## src/rtl/pbwr_pkg.sv

```systemverilog
package pbwr_pkg;

    typedef enum logic [1:0] {
        ACT_CYCLE = 2'b00,
        ACT_SHIP  = 2'b01,
        ACT_NONE  = 2'b10,
        ACT_HOLD  = 2'b11
    } lp_act_e;

    localparam int NEV     = 4;
    localparam int EV_W1   = 0;
    localparam int EV_W2   = 1;
    localparam int EV_WARN = 2;
    localparam int EV_HR   = 3;

    // events that raise an interrupt pulse when their flag becomes set
    localparam logic [NEV-1:0] IRQ_MASK = 4'b0111;

    // bit order equals the flag index order above
    typedef struct packed {
        logic hr;
        logic warn;
        logic w2;
        logic w1;
    } press_ev_t;

    // warning point: lead ticks before the reset point, clamped at zero
    function automatic int unsigned warn_point(input int unsigned hr_ticks,
                                               input int unsigned lead_ticks);
        return (hr_ticks > lead_ticks) ? hr_ticks - lead_ticks : 0;
    endfunction

endpackage

```

## src/rtl/pbwr_sync.sv

```systemverilog
module pbwr_sync #(
    parameter int   STAGES  = 2,
    parameter logic RST_VAL = 1'b0
) (
    input  logic clk,
    input  logic rst,
    input  logic d,
    output logic q
);
    logic [STAGES-1:0] chain;

    always_ff @(posedge clk) begin
        if (rst) chain <= {STAGES{RST_VAL}};
        else     chain <= {chain[STAGES-2:0], d};
    end

    assign q = chain[STAGES-1];
endmodule

```

## src/rtl/pbwr_press_timer.sv

```systemverilog
module pbwr_press_timer
    import pbwr_pkg::*;
#(
    parameter int CNT_W = 8
) (
    input  logic             clk,
    input  logic             rst,
    input  logic             tick,
    input  logic             pressed,
    input  logic [CNT_W-1:0] dur_w1,
    input  logic [CNT_W-1:0] dur_w2,
    input  logic [CNT_W-1:0] dur_lead,
    input  logic [CNT_W-1:0] dur_hr,
    output press_ev_t        ev,
    output logic             w2_done
);
    localparam int             EL_W   = CNT_W + 1;
    localparam logic [EL_W-1:0] EL_MAX = '1;

    logic [EL_W-1:0]  elapsed;
    logic [EL_W-1:0]  el_next;
    logic [CNT_W-1:0] dur_in [NEV];
    logic [CNT_W-1:0] shadow [NEV];
    logic [EL_W-1:0]  thr    [NEV];
    logic [NEV-1:0]   done;
    logic [NEV-1:0]   hit;

    assign dur_in[EV_W1]   = dur_w1;
    assign dur_in[EV_W2]   = dur_w2;
    assign dur_in[EV_WARN] = dur_lead;
    assign dur_in[EV_HR]   = dur_hr;

    assign el_next = elapsed + 1'b1;

    // elapsed ticks of the current press, saturating
    always_ff @(posedge clk) begin
        if (rst || !pressed)                   elapsed <= '0;
        else if (tick && elapsed != EL_MAX)    elapsed <= el_next;
    end

    // durations are frozen for the length of a press
    always_ff @(posedge clk) begin
        for (int i = 0; i < NEV; i++) begin
            if (rst)           shadow[i] <= '0;
            else if (!pressed) shadow[i] <= dur_in[i];
        end
    end

    // chained thresholds: wake2 follows wake1, warning leads reset
    always_comb begin
        thr[EV_W1]   = {1'b0, shadow[EV_W1]};
        thr[EV_W2]   = {1'b0, shadow[EV_W1]} + {1'b0, shadow[EV_W2]};
        thr[EV_WARN] = EL_W'(warn_point(32'(shadow[EV_HR]), 32'(shadow[EV_WARN])));
        thr[EV_HR]   = {1'b0, shadow[EV_HR]};
    end

    generate
        for (genvar g = 0; g < NEV; g++) begin : g_hit
            assign hit[g] = pressed && tick && !done[g] && (el_next >= thr[g]);
        end
    endgenerate

    always_ff @(posedge clk) begin
        for (int i = 0; i < NEV; i++) begin
            if (rst || !pressed) done[i] <= 1'b0;
            else if (hit[i])     done[i] <= 1'b1;
        end
    end

    assign ev      = press_ev_t'(hit);
    assign w2_done = done[EV_W2];
endmodule

```

## src/rtl/pbwr_flag_irq.sv

```systemverilog
module pbwr_flag_irq #(
    parameter int            NF        = 4,
    parameter int            PULSE_CYC = 8,
    parameter logic [NF-1:0] IRQ_EN    = '1
) (
    input  logic          clk,
    input  logic          rst,
    input  logic [NF-1:0] set_ev,
    input  logic          rd_clr,
    output logic [NF-1:0] flags,
    output logic          int_n
);
    localparam int PW = $clog2(PULSE_CYC + 1);

    logic [NF-1:0] fresh;
    logic [PW-1:0] pcnt;

    generate
        for (genvar g = 0; g < NF; g++) begin : g_fresh
            assign fresh[g] = set_ev[g] && !flags[g] && IRQ_EN[g];
        end
    endgenerate

    always_ff @(posedge clk) begin
        for (int i = 0; i < NF; i++) begin
            if (rst)            flags[i] <= 1'b0;
            else if (set_ev[i]) flags[i] <= 1'b1;
            else if (rd_clr)    flags[i] <= 1'b0;
        end
    end

    always_ff @(posedge clk) begin
        if (rst)              pcnt <= '0;
        else if (|fresh)      pcnt <= PW'(PULSE_CYC);
        else if (pcnt != '0)  pcnt <= pcnt - 1'b1;
    end

    assign int_n = (pcnt == '0);
endmodule

```

## src/rtl/pbwr_action.sv

```systemverilog
module pbwr_action
    import pbwr_pkg::*;
#(
    parameter int RESTART_TICKS = 16
) (
    input  logic    clk,
    input  logic    rst,
    input  logic    tick,
    input  logic    pressed,
    input  logic    ship_st,
    input  logic    vin_ok,
    input  logic    w1_hit,
    input  logic    hr_hit,
    input  logic    w2_done,
    input  lp_act_e act_sel,
    output logic    gate,
    output logic    lock_q,
    output logic    ship_exit,
    output logic    ship_req,
    output logic    rail_en
);
    localparam int PW = $clog2(RESTART_TICKS + 1);

    lp_act_e       eff_act;
    logic          pend;
    logic [PW-1:0] pc_left;
    logic          exit_c;
    logic          fire;

    assign gate   = !lock_q && !ship_st;
    assign exit_c = ship_st && ((w1_hit && !lock_q) || (vin_ok && !w2_done));
    assign fire   = hr_hit && gate;

    always_ff @(posedge clk) begin
        if (rst) begin
            lock_q    <= 1'b0;
            eff_act   <= ACT_NONE;
            pend      <= 1'b0;
            pc_left   <= '0;
            ship_exit <= 1'b0;
            ship_req  <= 1'b0;
        end else begin
            lock_q    <= pressed && (lock_q || exit_c);
            ship_exit <= exit_c;
            ship_req  <= pend && !pressed;

            if (pend && !pressed)                  pend <= 1'b0;
            else if (fire && eff_act == ACT_SHIP)  pend <= 1'b1;

            if (fire && eff_act == ACT_CYCLE)      pc_left <= PW'(RESTART_TICKS);
            else if (tick && pc_left != '0)        pc_left <= pc_left - 1'b1;

            // a move onto the power-cycle code is refused mid-press
            if (!pressed || act_sel != ACT_CYCLE)  eff_act <= act_sel;
        end
    end

    assign rail_en = !ship_st && (pc_left == '0);
endmodule

```

## src/rtl/pbwr_ctrl.sv

```systemverilog
module pbwr_ctrl
    import pbwr_pkg::*;
#(
    parameter int CNT_W         = 8,
    parameter int SYNC_STAGES   = 2,
    parameter int PULSE_CYC     = 6400,
    parameter int RESTART_TICKS = 16
) (
    input  logic             clk,
    input  logic             rst,
    input  logic             tick,
    input  logic             btn_n,
    input  logic             vin_ok,
    input  logic             ship_st,
    input  logic [CNT_W-1:0] dur_w1,
    input  logic [CNT_W-1:0] dur_w2,
    input  logic [CNT_W-1:0] dur_warn,
    input  logic [CNT_W-1:0] dur_hr,
    input  logic [1:0]       lp_act,
    input  logic             flag_rd,
    output logic [3:0]       flags,
    output logic             int_n,
    output logic             rail_en,
    output logic             ship_exit,
    output logic             ship_req
);
    logic           btn_low;
    press_ev_t      ev_raw;
    logic [NEV-1:0] ev_set;
    logic           w2_done;
    logic           gate;
    logic           lock_q;
    logic           hr_ev;

    pbwr_sync #(.STAGES(SYNC_STAGES), .RST_VAL(1'b0)) u_sync (
        .clk (clk),
        .rst (rst),
        .d   (~btn_n),
        .q   (btn_low)
    );

    pbwr_press_timer #(.CNT_W(CNT_W)) u_timer (
        .clk      (clk),
        .rst      (rst),
        .tick     (tick),
        .pressed  (btn_low),
        .dur_w1   (dur_w1),
        .dur_w2   (dur_w2),
        .dur_lead (dur_warn),
        .dur_hr   (dur_hr),
        .ev       (ev_raw),
        .w2_done  (w2_done)
    );

    assign hr_ev = ev_raw.hr;

    pbwr_action #(.RESTART_TICKS(RESTART_TICKS)) u_action (
        .clk       (clk),
        .rst       (rst),
        .tick      (tick),
        .pressed   (btn_low),
        .ship_st   (ship_st),
        .vin_ok    (vin_ok),
        .w1_hit    (ev_raw.w1),
        .hr_hit    (hr_ev),
        .w2_done   (w2_done),
        .act_sel   (lp_act_e'(lp_act)),
        .gate      (gate),
        .lock_q    (lock_q),
        .ship_exit (ship_exit),
        .ship_req  (ship_req),
        .rail_en   (rail_en)
    );

    assign ev_set = ev_raw & {NEV{gate}};

    pbwr_flag_irq #(.NF(NEV), .PULSE_CYC(PULSE_CYC), .IRQ_EN(IRQ_MASK)) u_flags (
        .clk    (clk),
        .rst    (rst),
        .set_ev (ev_set),
        .rd_clr (flag_rd),
        .flags  (flags),
        .int_n  (int_n)
    );
endmodule

```

## config.mk

```make
export PLATFORM = sky130hd
export DESIGN_NAME = pbwr_ctrl
export DESIGN_NICKNAME = d
export VERILOG_FILES = /design/src/rtl/pbwr_pkg.sv /design/src/rtl/pbwr_sync.sv /design/src/rtl/pbwr_press_timer.sv /design/src/rtl/pbwr_flag_irq.sv /design/src/rtl/pbwr_action.sv /design/src/rtl/pbwr_ctrl.sv
export SDC_FILE = /design/constraint.sdc
export NUM_CORES = 1
export LEC_CHECK = 0
export CAP_MARGIN = 40
export CORE_AREA = 2 2 139 141
export CTS_CLUSTER_SIZE = 20
export DETAILED_ROUTE_END_ITERATION = 10
export DIE_AREA = 0 0 141 143
export DONT_BUFFER_PORTS = 1
export HOLD_SLACK_MARGIN = 0.12
export PLACE_DENSITY_LB_ADDON = 0.15
export SYNTH_ARGS = -nofsm -noshare
export SYNTH_HDL_FRONTEND = slang
export SYNTH_SLANG_ARGS = --single-unit
export TNS_END_PERCENT = 100
```

## constraint.sdc

```tcl
create_clock -name clk -period 3.93 [get_ports clk]
set_input_delay 0.393 -clock clk [delete_from_list [all_inputs] [get_ports clk]]
set_output_delay 0.393 -clock clk [all_outputs]
set_load 0.01 [all_outputs]
```

Word level (Yosys, flattened, before mapping)
Memory sizes are Yosys's and may differ from the RTL's.
Cells that the tools add are included.
{ "word_totals": {"input_bits": 41, "word_cells": 111, "n_memories": 1, "ff_bits": 43, "out_inout_bits": 8, "ram_bits": 32} }
{ "classes": {"n_reduce_logical": 54, "n_bitwise": 6, "addsub": 5, "muxes": 19, "eq_ne": 2, "n_lt_le_gt_ge": 5} }
{ "mem_list": {"columns": ["memory", "words", "word_bits", "read_ports", "rd_ports_with_merged_regs", "write_ports", "line_no", "text"], "rows": [
  ["u_timer.shadow", 4, 8, 4, 0, 4, "pbwr_press_timer.sv:23", "logic [CNT_W-1:0] shadow [NEV];"]
]} }
{ "op_table": {"columns": ["cell", "count"], "rows": [
  ["two-way mux 8 bit", 4],
  ["two-way mux 13 bit", 2],
  ["logical AND 1 bit", 24],
  ["greater-or-equal comparator 9 x 8 -> 1 bit", 2],
  ["greater-or-equal comparator 9 bit", 2],
  ["nonzero test 2 bit", 7],
  ["logical NOT 13 bit", 1],
  ["nonzero test 13 bit", 1],
  ["subtractor 13 x 1 -> 13 bit (second input constant)", 1],
  ["logical NOT 1 bit", 10],
  ["two-way mux 1 bit", 10],
  ["two-way mux 5 bit", 2],
  ["adder 8 x 8 -> 9 bit", 1],
  ["adder 9 x 1 -> 9 bit (second input constant)", 1],
  ["two-way mux 9 bit", 1],
  ["inequality test 9 bit (second input constant)", 1],
  ["subtractor 8 x 8 -> 9 bit", 1],
  ["> comparator 8 bit", 1],
  ["logical NOT 5 bit", 1],
  ["nonzero test 5 bit", 1],
  ["subtractor 5 x 1 -> 5 bit (second input constant)", 1],
  ["AND 4 bit", 1],
  ["logical OR 1 bit", 4],
  ["bitwise OR 1 bit", 4],
  ["6 further kinds", 7]
]} }

Depth between registers and ports, before layout
Gate-level depths: netlist of run 1.
An unclocked memory read counts as a cell.
{ "depth": {"depth_word": 9, "ltp_mapped": 17, "mapped_depth_nobuf": 16} }

Hierarchy
A second synthesis of run 1 with hierarchy kept.
{ "unflattened": {"cells_unflattened": 489, "area_unflattened_um2": 4608.2} }
{ "by_module_without_submodules": {"columns": ["mod", "instances", "seq_area_each_um2", "area_each_um2", "cells_each"], "rows": [
  ["pbwr_press_timer", 1, 1221.2, 3238.1, 334],
  ["pbwr_flag_irq", 1, 340.3, 812.0, 91],
  ["pbwr_action", 1, 220.2, 476.7, 55],
  ["pbwr_sync", 1, 40.0, 52.6, 4],
  ["pbwr_ctrl", 1, 0.0, 28.8, 5]
]} }

Least setup slack after synthesis of run 1
Ideal clock, no wire load.
{ "synth_timing": {"path_kind": "reg-to-reg", "startpoint": "mem u_timer.shadow[2][1]", "endpoint": "reg u_flags.pcnt[1]", "t_required_ns": 3.851, "stages_incl_launch_ff": 17, "n_path_buf": 1, "setup_ns": 0.079, "arrival_time_ns": 3.151, "setup_slack_ns": 0.699, "period_less_slack_ns": 3.231, "path_cell_list": "edfxtp_1 -> inv_1 -> ha_1 -> nor2b_1 -> o21a_1 -> o21ai_0 -> a21o_1 -> a21oi_1 -> nor2b_1 -> ha_1 -> nand2b_1 -> a211o_1 -> a21oi_2 -> o31ai_2 -> a211o_1 -> buf_6 -> a211oi_2"} }
{ "synth_rtl": {"columns": ["element", "line_no", "text"], "rows": [
  ["from (decl)", "pbwr_press_timer.sv:23", null],
  ["to (signal assigned)", "pbwr_flag_irq.sv:34", "else if (|fresh) pcnt <= PW'(PULSE_CYC);"],
  ["to (signal assigned)", "pbwr_flag_irq.sv:35", "else if (pcnt != '0) pcnt <= pcnt - 1'b1;"],
  ["to (decl)", "pbwr_flag_irq.sv:16", "logic [PW-1:0] pcnt;"]
]} }

==> results of run 1 <==
## cell families after synthesis
group                      Yosys count  synth area share [%]
xor gates and xnor gates            30                  5.69
and+or+nand+nor                    185                  21.4
DFF                                 75                  39.4
AOI/OAI and AO/OA                   93                  13.0
adders and majority gates           58                  16.0
buffers and inverters               46                  3.98
muxes                                2                 0.460
## metrics by stage
stage / hold slack (ns) / utilization, % / cells / total power (W)
after floorplan: 0.414 / - / 489 / 0.00156
after global placement: 0.431 / 26.5 / 723 / 0.00169
after detailed placement: 0.434 / 26.7 / 725 / 0.00171
after CTS: 0.148 / 28.5 / 744 / 0.00260
after global routing: 0.180 / 28.5 / 744 / 0.00275
final: 0.160 / 28.5 / 745 / 0.00255
## flip-flops by register name, summed over array words and instances, names as in the netlist
register and cells:
u_sync.chain 2, u_action.pend 1, u_action.eff_act 2, u_timer.elapsed 9, u_timer.shadow 32, u_timer.done 4
u_action.ship_req 1, u_flags.pcnt 13, u_action.ship_exit 1, u_flags.flags 4, u_action.pc_left 5, u_action.lock_q 1
## layout by cell type (no fill, tap or decap), types with 3 or more instances in the layout
cell	synthesis	routed
xor2_1	14	14
nand2_1	28	28
a31oi_1	4	4
edfxtp_1	32	32
nor3_1	8	8
a21o_1	6	6
o31ai_1	3	3
nor4_2	3	3
nor2b_1	12	12
dfxtp_1	43	43
a21oi_1	32	32
ha_1	56	56
nand4_1	6	6
a211oi_1	4	4
buf_4	1	7
o21a_1	8	8
xnor2_1	16	16
nand3_1	10	10
o21ai_0	21	21
nand3b_1	3	3
nor2_1	56	55
inv_1	39	39
dlygate4sd3_1	0	3
or3_1	5	5
nand2b_1	5	5
and2_1	33	33
nor3b_1	3	3
a211o_1	3	3
clkbuf_16	0	11
## routing by layer
layer	global-route usage [%]	up-vias
met4	6.11	0
met2	17.9	51
met5	0	-
li1	-	1747
met1	13.7	1499
met3	2.35	19
## cells in the mapped netlist, types with 2 or more instances
master    count
o21a_1        8
nand4_1       6
and2_1       33
edfxtp_1     32
nor4_2        3
nor2b_1      12
a21oi_1      32
a211oi_1      4
xor2_1       14
dfxtp_1      43
nand3_1      10
nand3b_1      3
nor2_1       56
nor3b_1       3
a31oi_1       4
o21bai_1      2
inv_1        39
a211oi_2      2
nor4_1        2
ha_1         56
o21ai_0      21
a211o_1       3
a21oi_2       2
and4_1        2
nand2b_1      5
nand2_1      28
nor3_1        8
xnor2_1      16
or3_1         5
clkbuf_1      5
a21o_1        6
fa_1          2
o31ai_1       3
## report_power, final
part / switching (W) / leakage, nW / internal, W
clock network: 0.000334 / 0.154 / 0.000524
registers: 0.0000699 / 0.718 / 0.000908
logic: 0.000399 / 1.31 / 0.000312
total: 0.000804 / 2.19 / 0.00174
## area by class of cell
cell class              instances  area (sq um)
fillers                      1962         13300
multi-input cells             368          2620
flip-flops and latches         75          1820
clock buffers                  14           297
well taps                     234           293
inverters                      39           146
repair buffers                 12           113
clock inverters                 2          13.8
diodes                          1          2.50
## critical path, cell delays in order, from the launching register on
cell and delay (ns):
edfxtp_1 0.42, inv_1 0.08, ha_1 0.22, nor2b_1 0.13, o21a_1 0.17, o21ai_0 0.22
a21o_1 0.18, a21oi_1 0.07, buf_4 0.16, nor2b_1 0.13, ha_1 0.26, nand2b_1 0.14
a211o_1 0.31, a21oi_2 0.23, o31ai_2 0.10, a211o_1 0.42, a211oi_2 0.24
## final timing paths
path | startpoint | slack, ns | endpoint
worst max register to register | u_timer.shadow[2][1] | 0.37 | u_flags.pcnt[1]
worst min register to register | u_sync.chain[0] | 0.45 | u_sync.chain[1]
worst min-delay path | lp_act[0] | 0.16 | u_action.eff_act[0]
worst max-delay path | u_timer.shadow[2][1] | 0.37 | u_flags.pcnt[1]
==> impl_metrics.py, run 1 <==
metrics = {
    "detailed_routing": {
        "drt-initial-drc-count": 94,
        "top_layer_used": "met4",
        "wl_met1_mm": 4.97,
        "wl_mm": 10.1,
        "post-route-drc-count": 0,
        "route.met3.wl_microns": 282,
        "first_pass_iters": 4,
        "wl_per_cell_microns": 13.5,
        "dr_wl_met2_mm": 4.55,
        "viasPerCell": 4.45,
        "vias": 3316,
        "antenna_left": 0,
    },
    "floorplanning": {
        "die_h_microns": 143,
        "io_pins": 49,
        "die_w_microns": 141,
        "dieArea_sq_um": 20200,
        "rows": 50,
        "core_sq_um": 18600,
        "start_util_pct": 24.9,
    },
    "timing": {
        "skew_ns": 0.0113,
        "period_share_pct": 90.6,
        "worst_pin_slew_ns": 0.597,
        "slew_headroom_pct": 60.2,
        "hold_violations": 0,
        "worst_slack_ns": 0.371,
        "max_freq_mhz": 281,
        "fin_crit_ns": 3.56,
        "setup_tns_ns": 0,
        "slew_violations": 0,
        "setup_viol": 0,
        "rsz0062_at_grt": "no",
    },
    "clock_network": {
        "htree_levels": 3,
        "cts.clk_slew.worst_paths_ns": 0.07,
        "numClockSinks": 75,
        "clock_path_buffers": 2,
        "postCtsResizedCells": 0,
        "cts_setup_buffers": 0,
        "tritoncts": "yes",
        "hold_buffers": 3,
        "clock_latency_ns": 0.35,
        "cts_buffers": 9,
        "root_buffer": "clkbuf_16",
    },
    "synthesis": {
        "dominantRegCellSynth": "dfxtp_1",
        "ys.warnings.count": 0,
        "synth_seq_cells": 75,
        "synthCells": 489,
        "synth_cell_types": 52,
        "synth-edff-count": 32,
        "synth_top_area_share_pct": 20.8,
        "synthTopCellsByArea": "edfxtp_1, dfxtp_1, ha_1",
        "syn_area_sq_um": 4620,
        "synthesis.nets": 588,
        "yosysSeqAreaShare_pct": 39.4,
        "post_synth.cell_area_avg_sq_um": 9.45,
        "yosys.area.top_type": "edfxtp_1",
        "async_flop_share_pct": 0,
    },
    "placement": {
        "detailedPlace.worstSlack_ns": 0.315,
        "place_congestion": 0.780,
        "portBuffers": 0,
        "dpl_cell_area_sq_um": 4960,
        "post-dp-hpwl_mm": 7.98,
    },
    "finish": {
        "finish.net_count": 604,
        "finish.instance_area_sq_um": 5300,
        "syn_to_final_growth_pct": 14.8,
        "drive_above_1_share_pct": 7.65,
    },
    "pwr": {
        "p_per_area_nw_per_um2": 480,
        "vdd_drop_max_uv": 208,
        "p_leak_nw": 2.19,
    },
    "global_routing": {
        "grt_pass1_vias": 3487,
        "grt_overflow": 0,
        "grt_max_degree": 26,
        "grt_pass1_wl_mm": 17.1,
        "grt_usage_pct": 11.0,
        "antenna_found_initial": 0,
    },
    "hold_path": {
        "hold_depth": 2,
        "hold_path_class": "in2reg",
    },
    "run": {
        "drv_cap": 0,
    },
    "critical_path": {
        "worstPathArrival_ns": 3.83,
        "crit_type": "reg2reg",
        "crit_fanout": 10,
        "setup.worst_path.start_class": "register",
        "reg2regPathDepth": 16,
        "end_kind": "register",
        "cp_data_required_time_ns": 4.20,
    },
    "outcome": {
        "status": "finished, final reports clean",
    },
}
Note: power is estimated with default switching activity, not from simulation.
==> run 2, diff against run 1 <==
--- a/config.mk
+++ b/config.mk
@@ -10,7 +10,6 @@
 export CTS_CLUSTER_SIZE = 20
 export DETAILED_ROUTE_END_ITERATION = 10
 export DIE_AREA = 0 0 141 143
-export DONT_BUFFER_PORTS = 1
 export HOLD_SLACK_MARGIN = 0.12
 export PLACE_DENSITY_LB_ADDON = 0.15
 export SYNTH_ARGS = -nofsm -noshare
==> run 2 against run 1 <==
Compared with the run above:
- maximum frequency grew 0.38%
- largest cell class unchanged
- global-route usage fell by 0.059 points
- non-clock buffer count increased by 44
- total power is 0.88% higher
- setup slack better by 0.013 ns
- cell area rose by 7.8%
- critical path type unchanged
- utilization is 2.2 points higher
- clock-buffer cell count shrank 4
==> impl_metrics.py, run 2 (synthesis gave the netlist of run 1 again) <==
metrics = {
    "finish": {
        "num_antenna_cells": 0,
        "drive_above_1_share_pct": 7.04,
        "finish.net_count": 648,
        "stdcell_count": 788,
        "largest_reg_flops": 32,
        "num-fill-cells": 1914,
        "top_regs": "u_timer.shadow x32, u_flags.pcnt x13, u_timer.elapsed x9",
        "syn_to_final_growth_pct": 23.7,
        "regMostFlops": "u_timer.shadow",
        "final_common_cell": "ha_1",
        "mostFrequentLayoutCells": "ha_1, nor2_1, clkdlybuf4s50_1, dfxtp_1, inv_1",
    },
    "clock_network": {
        "postCtsResizedCells": 0,
        "cts_setup_buffers": 0,
        "htree_levels": 3,
        "tritoncts": "yes",
        "cts_buffers": 9,
        "root_buffer": "clkbuf_16",
        "cts.clk_slew.worst_paths_ns": 0.06,
        "numClockSinks": 75,
        "hold_buffers": 0,
        "clock_path_buffers": 2,
        "clock_latency_ns": 0.35,
    },
    "detailed_routing": {
        "post-route-drc-count": 0,
        "vias": 3497,
        "wl_mm": 10.2,
        "antenna_left": 0,
        "viasPerCell": 4.44,
        "wl_per_cell_microns": 12.9,
        "drt-initial-drc-count": 108,
        "first_pass_iters": 4,
    },
    "floorplanning": {
        "die_w_microns": 141,
        "io_pins": 49,
        "dieArea_sq_um": 20200,
        "core_sq_um": 18600,
        "rows": 50,
        "start_util_pct": 24.9,
        "die_h_microns": 143,
    },
    "critical_path": {
        "cp_data_required_time_ns": 4.19,
        "crit_type": "reg2reg",
        "setup.worst_path.start_class": "register",
        "worstPathArrival_ns": 3.81,
        "end_kind": "register",
        "crit_fanout": 10,
    },
    "outcome": {
        "status": "finished, final reports clean",
    },
    "timing": {
        "setup_tns_ns": 0,
        "period_share_pct": 90.2,
        "setup_viol": 0,
        "fin_crit_ns": 3.55,
        "skew_ns": 0.00646,
        "max_freq_mhz": 282,
        "slew_headroom_pct": 61.9,
        "whs_ns": 0.443,
        "worst_pin_slew_ns": 0.570,
        "hold_violations": 0,
        "slew_violations": 0,
        "rsz0062_at_grt": "no",
    },
    "pwr": {
        "p_per_area_nw_per_um2": 450,
        "power.total_w": 0.00257,
        "vdd_drop_max_uv": 211,
        "p_leak_nw": 2.33,
    },
    "hold_path": {
        "hold_path_class": "reg2reg",
    },
    "placement": {
        "portBuffers": 48,
        "place_congestion": 0.768,
        "post-dp-hpwl_mm": 7.74,
        "dpl.cell_count": 772,
    },
    "global_routing": {
        "grt_usage_pct": 11.0,
        "grt_overflow": 0,
        "grt_pass1_wl_mm": 17.1,
        "grt_max_degree": 34,
        "antenna_found_initial": 0,
        "grt_pass1_vias": 3589,
    },
    "run": {
        "drv_cap": 0,
    },
}
[run 2: report_power, final]
part | internal [W] | switching, W | leakage, nW
combinational | 0.000358 | 0.000411 | 1.47
clock | 0.000493 | 0.000330 | 0.141
sequential | 0.000908 | 0.0000694 | 0.718
total | 0.00176 | 0.000811 | 2.33
[run 2: path summary, 6_finish.rpt]
check                            start  cells after the start  slack (ns)               to
setup reg to reg  u_timer.shadow[3][1]                     14        0.38  u_flags.pcnt[1]
setup / recovery  u_timer.shadow[3][1]                     14        0.38  u_flags.pcnt[1]
hold reg to reg        u_sync.chain[0]                      1        0.44  u_sync.chain[1]
hold / removal         u_sync.chain[0]                      1        0.44  u_sync.chain[1]
[run 2: layer usage]
layer | vias to the layer above | track usage, % | wire, microns
met3 | 12 | 2.08 | 288
met5 | - | 0 | 0
li1 | 1832 | - | -
met1 | 1607 | 13.8 | 5020
met4 | 0 | 5.68 | 222
met2 | 46 | 17.9 | 4640
[run 2: cell type report]
type	count	area, sq um	area share, %
clock buffers	10	229	4.01
clock inverters	6	63.8	1.12
inverters	39	146	2.56
multi-input cells	368	2620	45.9
flip-flops and latches	75	1820	31.9
well taps	234	293	5.12
repair buffers	56	541	9.46
[run 2: through the flow]
stage	worst slack (ns)	util, %	instance area [sq um]
5_1_grt	0.0932	30.8	5720
3_3_place_gp	0.323	29.2	5420
3_5_place_dp	0.200	29.2	5420
6_report	0.385	30.8	5720
4_1_cts	0.180	30.7	5710
2_1_floorplan	0.699	-	4620
[run 2: critical path: stages (launching register included)]
cell	delay, ns
edfxtp_1	0.39
ha_1	0.31
nor2b_1	0.13
o21a_1	0.13
o21ai_0	0.10
a21o_1	0.21
a21oi_2	0.29
nor2b_1	0.19
ha_1	0.23
nand2b_1	0.14
a211o_1	0.30
a21oi_2	0.25
o31ai_2	0.10
a211o_1	0.43
a211oi_2	0.26
==> run 3, diff against run 2 <==
--- a/config.mk
+++ b/config.mk
@@ -11,7 +11,6 @@
 export DETAILED_ROUTE_END_ITERATION = 10
 export DIE_AREA = 0 0 141 143
 export HOLD_SLACK_MARGIN = 0.12
-export PLACE_DENSITY_LB_ADDON = 0.15
 export SYNTH_ARGS = -nofsm -noshare
 export SYNTH_HDL_FRONTEND = slang
 export SYNTH_SLANG_ARGS = --single-unit
==> run 3 against run 2 <==
Compared with the run above:
- non-clock buffer count down 1
- utilization grew 0.19 points
- first-iteration DRC count is 18% higher
- critical endpoint unchanged
==> impl_metrics.py, run 3 (synthesis gave the netlist of run 1 again) <==
metrics = {
    "global_routing": {
        "grt_pass1_vias": 3396,
        "grt_usage_pct": 9.96,
        "grt_max_degree": 27,
        "grt_overflow": 0,
        "antenna_found_initial": 0,
        "grt_pass1_wl_mm": 15.8,
    },
    "clock_network": {
        "cts.clk_slew.worst_paths_ns": 0.06,
        "cts_buffers": 9,
        "htree_levels": 3,
        "numClockSinks": 75,
        "clock_latency_ns": 0.35,
        "clock_path_buffers": 2,
        "hold_buffers": 0,
        "tritoncts": "yes",
        "root_buffer": "clkbuf_16",
        "cts_setup_buffers": 0,
    },
    "finish": {
        "mostFrequentLayoutCells": "ha_1, nor2_1, clkdlybuf4s50_1, dfxtp_1, inv_1",
        "regMostFlops": "u_timer.shadow",
        "largest_reg_flops": 32,
        "drive_above_1_share_pct": 7.05,
        "num_antenna_cells": 0,
        "utilization_pct": 30.9,
        "top_regs": "u_timer.shadow x32, u_flags.pcnt x13, u_timer.elapsed x9",
        "syn_to_final_growth_pct": 24.5,
        "finish.net_count": 647,
        "final_common_cell": "ha_1",
    },
    "pwr": {
        "seqPwrFrac_pct": 37.3,
        "p_leak_nw": 2.35,
        "p_int_w": 0.00182,
        "vdd_drop_max_uv": 181,
        "p_per_area_nw_per_um2": 457,
        "swShare_pct": 30.6,
        "combPwrFrac_pct": 28.6,
        "power.total_w": 0.00263,
        "power.switching_w": 0.000803,
        "pwr-share-clk_pct": 34.2,
    },
    "timing": {
        "hold_violations": 0,
        "fin_crit_ns": 3.48,
        "skew_ns": 0.0113,
        "whs_ns": 0.445,
        "period_share_pct": 88.6,
        "rsz0062_at_grt": "no",
        "slew_violations": 0,
        "worst_pin_slew_ns": 0.768,
        "max_freq_mhz": 287,
        "setup_viol": 0,
        "setup_tns_ns": 0,
        "slew_headroom_pct": 48.7,
    },
    "critical_path": {
        "crit_chain": "inv_1 > ha_1 > nor2b_1 > o21a_1 > o21ai_0 > a21o_1 > a21oi_2 > nor2b_1 > ha_1 > nand2b_1 > a211o_1 > a21oi_2 > o31ai_2 > a211o_1 > a211oi_2",
        "end_kind": "register",
        "cp_data_required_time_ns": 4.20,
        "crit_fanout": 10,
        "crit_type": "reg2reg",
        "slowest_stage": "a211o_1",
        "setup.worst_path.start_class": "register",
        "worstPathArrival_ns": 3.75,
        "critical-path-max-stage-delay_ns": 0.42,
    },
    "detailed_routing": {
        "post-route-drc-count": 0,
        "route.met3.wl_microns": 259,
        "top_layer_used": "met4",
        "vias": 3478,
        "dr_wl_met2_mm": 4.71,
        "viasPerCell": 4.42,
        "wl_mm": 9.35,
        "antenna_left": 0,
        "first_pass_iters": 4,
        "wl_met1_mm": 4.19,
        "wl_per_cell_microns": 11.9,
        "drt-initial-drc-count": 127,
    },
    "floorplanning": {
        "dieArea_sq_um": 20200,
        "core_sq_um": 18600,
        "die_w_microns": 141,
        "io_pins": 49,
        "rows": 50,
        "start_util_pct": 24.9,
        "die_h_microns": 143,
    },
    "hold_path": {
        "hold_path_class": "reg2reg",
    },
    "placement": {
        "place_congestion": 0.807,
        "portBuffers": 48,
        "post-dp-hpwl_mm": 7.21,
    },
    "outcome": {
        "status": "finished, final reports clean",
    },
    "run": {
        "drv_cap": 0,
    },
}
[run 3: power by group through the flow]
stage               sequential (W)  combinational (W)  clock [W]
global placement          0.000992           0.000748          0
finish                    0.000979           0.000751   0.000898
global route              0.000992           0.000860   0.000947
detailed placement        0.000994           0.000754          0
CTS                       0.000978           0.000758   0.000922
floorplan                 0.000977           0.000582          0
[run 3: what timing repair did]
item,4_1_cts,5_1_grt
setup endpoints to repair,0,3
endpoints found under the hold margin,0,0
gates resized for setup,0,1
[run 3: per-layer routing]
layer | vias to the layer above | track usage [%]
li1 | 1830 | -
met2 | 47 | 18.3
met3 | 13 | 1.81
met1 | 1588 | 11.2
met5 | - | 0
met4 | 0 | 4.58
[run 3: final timing paths]
kind,endpoint,start,cells after the start,slack [ns]
setup / recovery,u_flags.pcnt[1],u_timer.shadow[2][1],15,0.45
hold / removal,u_sync.chain[1],u_sync.chain[0],1,0.44
setup reg to reg,u_flags.pcnt[1],u_timer.shadow[2][1],15,0.45
hold reg to reg,u_sync.chain[1],u_sync.chain[0],1,0.44
[run 3: stage by stage]
step | worst slack, ns | std cells | cell area [sq um]
after floorplan | 0.699 | 489 | 4620
after global routing | 0.105 | 787 | 5750
final | 0.450 | 787 | 5750
after detailed placement | 0.313 | 771 | 5430
after CTS | 0.266 | 787 | 5750
after global placement | 0.383 | 770 | 5420
[run 3: area by class of cell]
| class | instances | area, sq um |
|---|---|---|
| fillers | 1909 | 12800 |
| clock inverters | 6 | 86.3 |
| flip-flops and latches | 75 | 1820 |
| multi-input cells | 368 | 2620 |
| repair buffers | 55 | 553 |
| inverters | 39 | 146 |
| well taps | 234 | 293 |
| clock buffers | 10 | 229 |
[run 3: critical path, delay by kind of cell (launching register included)]
| kind | cells | cell delay (ns) |
|---|---|---|
| compound gates | 9 | 2.03 |
| fa+ha+maj | 2 | 0.50 |
| simple gates | 3 | 0.44 |
| flops | 1 | 0.37 |
| buf+inv | 1 | 0.05 |
